--- config.mk ---
export PLATFORM = sky130hd
export DESIGN_NAME = best_hop_table
export DESIGN_NICKNAME = d
export VERILOG_FILES = /design/src/rtl/hop_pkg.sv /design/src/rtl/hop_merge.sv /design/src/rtl/hop_table.sv /design/src/rtl/best_hop_table.sv
export SDC_FILE = /design/constraint.sdc
export NUM_CORES = 2
export LEC_CHECK = 0
export CORE_AREA = 2 2 336 338
export DETAILED_ROUTE_END_ITERATION = 8
export DIE_AREA = 0 0 338 340
export DONT_BUFFER_PORTS = 1
export HOLD_SLACK_MARGIN = 0.03
export PLACE_DENSITY = 0.78
export SKIP_CTS_REPAIR_TIMING = 1
export SLEW_MARGIN = 0
export SYNTH_ARGS = -nofsm -noshare
export SYNTH_HDL_FRONTEND = slang
export SYNTH_HIERARCHICAL = 1
export SYNTH_SLANG_ARGS = --single-unit
--- constraint.sdc ---
create_clock -name clk -period 7.1 [get_ports clk]
set_input_delay 0.355 -clock clk [delete_from_list [all_inputs] [get_ports clk]]
set_output_delay 0.355 -clock clk [all_outputs]
set_load 0.01 [all_outputs]
--- src/rtl/hop_pkg.sv ---
package hop_pkg;
    localparam int UTIL_W   = 8;
    localparam int PORT_W   = 4;
    localparam int DEST_W   = 6;
    localparam int AGE_W    = 4;
    localparam int NUM_DEST = 1 << DEST_W;

    typedef logic [UTIL_W-1:0] util_t;
    typedef logic [PORT_W-1:0] port_t;
    typedef logic [DEST_W-1:0] dest_t;
    typedef logic [AGE_W-1:0]  age_t;

    typedef struct packed {
        logic  valid;
        dest_t dest;
        util_t util;
    } probe_t;

    typedef struct packed {
        logic  valid;
        port_t port;
        util_t util;
        age_t  age;
    } entry_t;

    function automatic util_t util_max(input util_t a, input util_t b);
        return (a > b) ? a : b;
    endfunction

    // Accept a probe into an entry: empty slot, strictly better path,
    // or a refresh from the hop already chosen.
    function automatic logic take_probe(input entry_t e, input port_t p, input util_t m);
        return !e.valid || (m < e.util) || (p == e.port);
    endfunction
endpackage

--- src/rtl/hop_merge.sv ---
module hop_merge
    import hop_pkg::*;
(
    input  logic   clk,
    input  logic   rst,
    input  probe_t in_probe,
    input  util_t  link_util,
    output util_t  merged,
    output probe_t out_probe
);
    assign merged = util_max(in_probe.util, link_util);

    always_ff @(posedge clk) begin
        if (rst) begin
            out_probe <= '0;
        end else begin
            out_probe.valid <= in_probe.valid;
            out_probe.dest  <= in_probe.dest;
            out_probe.util  <= merged;
        end
    end


    fwd_follow_chk: assert property (@(posedge clk) disable iff (rst)
        out_probe.valid == $past(in_probe.valid));

    fwd_not_below_chk: assert property (@(posedge clk) disable iff (rst)
        out_probe.valid |-> (out_probe.util >= $past(in_probe.util)) &&
                            (out_probe.util >= $past(link_util)));
endmodule

--- src/rtl/hop_table.sv ---
module hop_table
    import hop_pkg::*;
#(
    parameter int TICK_DIV = 16
) (
    input  logic  clk,
    input  logic  rst,
    input  age_t  age_limit,
    input  logic  wr_en,
    input  dest_t wr_dest,
    input  port_t wr_port,
    input  util_t wr_util,
    input  dest_t lk_dest,
    output logic  lk_hit,
    output port_t lk_port,
    output util_t lk_util
);
    localparam int PRE_W = (TICK_DIV > 2) ? $clog2(TICK_DIV) : 1;
    localparam logic [PRE_W-1:0] PRE_LAST = PRE_W'(TICK_DIV - 1);

    logic [PRE_W-1:0] pre_q;
    logic             tick;
    entry_t           tbl_q [NUM_DEST];
    logic             accept;

    assign tick   = (pre_q == PRE_LAST);
    assign accept = wr_en && take_probe(tbl_q[wr_dest], wr_port, wr_util);

    always_ff @(posedge clk) begin
        if (rst || tick) pre_q <= '0;
        else             pre_q <= pre_q + 1'b1;
    end

    always_ff @(posedge clk) begin
        for (int i = 0; i < NUM_DEST; i++) begin
            if (rst) begin
                tbl_q[i] <= '0;
            end else if (accept && (wr_dest == dest_t'(i))) begin
                tbl_q[i].valid <= 1'b1;
                tbl_q[i].port  <= wr_port;
                tbl_q[i].util  <= wr_util;
                tbl_q[i].age   <= '0;
            end else if (tick && tbl_q[i].valid && (age_limit != '0)) begin
                tbl_q[i].age <= tbl_q[i].age + 1'b1;
                if (tbl_q[i].age + 1'b1 >= age_limit) tbl_q[i].valid <= 1'b0;
            end
        end
    end

    always_ff @(posedge clk) begin
        if (rst) begin
            lk_hit  <= 1'b0;
            lk_port <= '0;
            lk_util <= '0;
        end else begin
            lk_hit  <= tbl_q[lk_dest].valid;
            lk_port <= tbl_q[lk_dest].valid ? tbl_q[lk_dest].port : '0;
            lk_util <= tbl_q[lk_dest].valid ? tbl_q[lk_dest].util : '0;
        end
    end


    lk_registered_chk: assert property (@(posedge clk) disable iff (rst)
        lk_hit == $past(tbl_q[lk_dest].valid));

    lk_miss_zero_chk: assert property (@(posedge clk) disable iff (rst)
        !lk_hit |-> (lk_port == '0) && (lk_util == '0));

    wr_sets_valid_chk: assert property (@(posedge clk) disable iff (rst)
        (wr_en && !tbl_q[wr_dest].valid) |=> tbl_q[$past(wr_dest)].valid);

    worse_kept_chk: assert property (@(posedge clk) disable iff (rst)
        (wr_en && tbl_q[wr_dest].valid && (wr_port != tbl_q[wr_dest].port) &&
         (wr_util >= tbl_q[wr_dest].util))
        |=> tbl_q[$past(wr_dest)].util == $past(tbl_q[wr_dest].util));
endmodule

--- src/rtl/best_hop_table.sv ---
module best_hop_table
    import hop_pkg::*;
#(
    parameter int TICK_DIV = 16
) (
    input  logic              clk,
    input  logic              rst,
    input  logic [AGE_W-1:0]  age_limit,
    input  logic              probe_valid,
    input  logic [DEST_W-1:0] probe_dest,
    input  logic [UTIL_W-1:0] probe_util,
    input  logic [PORT_W-1:0] probe_port,
    input  logic [UTIL_W-1:0] link_util,
    output logic              fwd_valid,
    output logic [DEST_W-1:0] fwd_dest,
    output logic [UTIL_W-1:0] fwd_util,
    input  logic [DEST_W-1:0] lk_dest,
    output logic              lk_hit,
    output logic [PORT_W-1:0] lk_port,
    output logic [UTIL_W-1:0] lk_util
);
    probe_t in_probe, out_probe;
    util_t  merged;

    assign in_probe.valid = probe_valid;
    assign in_probe.dest  = probe_dest;
    assign in_probe.util  = probe_util;

    hop_merge u_merge (
        .clk       (clk),
        .rst       (rst),
        .in_probe  (in_probe),
        .link_util (link_util),
        .merged    (merged),
        .out_probe (out_probe)
    );

    hop_table #(.TICK_DIV(TICK_DIV)) u_table (
        .clk       (clk),
        .rst       (rst),
        .age_limit (age_limit),
        .wr_en     (probe_valid),
        .wr_dest   (probe_dest),
        .wr_port   (probe_port),
        .wr_util   (merged),
        .lk_dest   (lk_dest),
        .lk_hit    (lk_hit),
        .lk_port   (lk_port),
        .lk_util   (lk_util)
    );

    assign fwd_valid = out_probe.valid;
    assign fwd_dest  = out_probe.dest;
    assign fwd_util  = out_probe.util;


    reset_quiet_chk: assert property (@(posedge clk)
        $past(rst) |-> !fwd_valid && !lk_hit);
endmodule

==> run summary <==
synth-to-layout area growth: 7.57%
placed cell area: 0.0659 mm2
IO Port Bufs: 0
max-slew violation count: 0
H-Tree Depth: 3
crit share post-route: 0.832
Clock Tree Root: clkbuf_16
Reg clk slew, reported paths: 60 ps
die height: 340 um
hold_ws: 16.5 ps
vias in the first global route: 46400
CP endpoint kind: register
CTS Buffer Depth: 3
drt drc: 0
Mapped Cells: 5010
minimum clock period after layout: 5910 ps
data required time at the worst endpoint: 7550 ps
Tightest Hold Check Type: in2reg
clock latency on the worst-skew pair: 790 ps
first-pass GRT wire length: 306000 um
Final Skew: 70.8 ps
post-synthesis area per instance: 13.0 um2
Starting DRT DRC Count: 8122
Post-synth EDFFs: 1088
final hold vios: 0
Routed Antenna Nets: 0
wire per inst: 33.2 um
Total Neg Setup Slack: 0 ps
#FFs+latches synth: 1120
WS Path Type: reg2reg
DP Wirelength: 124000 um
register area: 0.0333 mm2
run status: finished clean
Synthesis Warnings: 6
Synth cell types: 67
grt ovf: 0
Seq/Total Area, Yosys: 0.511
NumNets Final: 5224
CTS Sinks: 1120
Final Power: 15.7 mW
Main synth FF type: edfxtp_1
fmax: 0.169 GHz
register-to-register setup slack: 1190 ps
Max Cap Viol: 0
Worst Reg-to-Reg Cells: 11
reg2reg end: u_table/tbl_q[59][11]$_SDFFCE_PN0P_
Leakage: 25.1 nW
CP Max Fanout: 18
drt first pass iters: 8
pin count of the biggest net entering global routing: 242
most frequent cells in the layout: edfxtp_1, nor2_1, mux4_2
actual slew at the worst max-slew pin: 1480 ps
Rel. slew slack: 0.0137
row count: 123
vias: 48100
crit path from: u_table/tbl_q[15][9]$_SDFFCE_PN0P_
I/O pin count: 67
Setup crit end: u_table/tbl_q[59][11]$_SDFFCE_PN0P_
final setup fails: 0
Arr. time, crit path: 6360 ps
Pwr per Cell Area: 224 mW/mm2
multi-input logic area: 0.0298 mm2
reg2reg start: u_table/tbl_q[15][9]$_SDFFCE_PN0P_
Detailed Route WL: 215000 um
die area: 0.115 mm2
VDD IR max: 234 uV
CP Launch Type: register
cts bufs inserted: 115
layout cells sized above 1: 0.170
Core Region: 0.112 mm2
fraction of registers with async set/reset: 0
Layout Cell Area excl Fill: 0.0701 mm2
initial core utilization: 0.584
GP Congestion: 0.962
Post-Syn Area: 0.0652 mm2
Die Wd: 338 um
net count after synthesis: 5385
CTS tree: yes
antenna violations before repair: 12
Fill cells: 7938
vias per inst: 7.45
RSZ-0062 raised after global routing: no
commonest non-fill, non-tap cell in the layout: edfxtp_1
GRT Overall Usage: 0.369
report_power, final:
| group | internal [mW] | switching, mW | leakage (nW) |
|---|---|---|---|
| sequential | 7.49 | 0.193 | 11.5 |
| clock | 3.35 | 2.74 | 1.82 |
| combinational | 0.801 | 1.10 | 11.8 |
critical path: stages (launching register included):
cell and delay, ps:
edfxtp_1 430, mux4_2 520, mux4_2 480, mux4_2 520, inv_1 100, ha_1 250, and3_1 200, a221o_1 400
a221o_1 530, a311oi_4 1050, a21o_1 830, buf_12 250
synth_stat cells (41+ instances only):
cell type  instances  area [um2]
a211o_1           62         543
a211oi_1          60         450
a21o_1           189        1420
a21oi_1          301        1510
buf_2            115         576
buf_6             41         462
clkbuf_1         195         732
edfxtp_1        1088       32700
ha_1             336        4200
mux2i_1           52         521
mux4_2           503       11300
nand2_1          289        1080
nand2b_1          79         494
nand3_1          244        1220
nor2_1           907        3400
nor2b_1           45         282
o21ai_0           51         255
xnor2_1           66         578
xor2_1            68         596
layer usage:
metal,track usage,wire length (um),up-vias
met5,0.00417,184,-
met4,0.247,17100,14
met3,0.153,35600,1064
met2,0.535,94000,4655
met1,0.451,67900,23400
li1,-,-,19000
through the flow:
stage | instances | setup WS [ps] | util
floorplan | 5010 | 1200 | -
global placement | 6190 | 1530 | 0.591
detailed placement | 6190 | 1500 | 0.591
CTS | 6405 | 1490 | 0.624
global route | 6447 | 1330 | 0.628
finish | 6462 | 1190 | 0.628
cell families (layout without fill, tap and decap cells):
kind of cell / Yosys count / count (layout) / share of synthesized area
XOR/XNOR: 134 / 134 / 0.0180
buffers and inverters: 446 / 383 / 0.0346
AO/OA/AOI/OAI: 786 / 786 / 0.0816
flip-flops: 1120 / 1120 / 0.511
other: 0 / 15 / 0
AND/OR/NAND/NOR: 1628 / 1628 / 0.107
multiplexers: 560 / 560 / 0.183
adder cells (fa/ha/maj): 336 / 336 / 0.0645
flip-flops by register name, indices dropped and copies added (netlist names):
name and count:
u_table/pre_q 4, u_table/lk_port 4, u_table/lk_hit 1, u_table/tbl_q 1088
u_merge/out_probe 15, u_table/lk_util 8
area by class of cell:
type,instances,share of cell area
timing repair buffer,133,0.0178
inverter,35,0.00193
clock buffer,150,0.0442
sequential,1120,0.475
clock inverter,65,0.00885
tap,1500,0.0268
multi-input combinational,3444,0.425
antenna,15,0.000535
worst min path at each step:
stage / start / endpoint / slack [ps] / cells past startpoint
floorplan: rst / u_merge/out_probe[10]$_SDFF_PP0_ / 430 / 1
global placement: u_table/pre_q[0]$_SDFF_PP0_ / u_table/pre_q[0]$_SDFF_PP0_ / 450 / 1
detailed placement: rst / u_merge/out_probe[9]$_SDFF_PP0_ / 450 / 1
CTS: rst / u_merge/out_probe[7]$_SDFF_PP0_ / -310 / 1
global route: lk_dest[5] / u_table/lk_port[3]$_SDFF_PP0_ / 30 / 2
finish: lk_dest[3] / u_table/lk_port[1]$_SDFF_PP0_ / 20 / 2
Note: power is estimated with default switching activity, not from simulation.
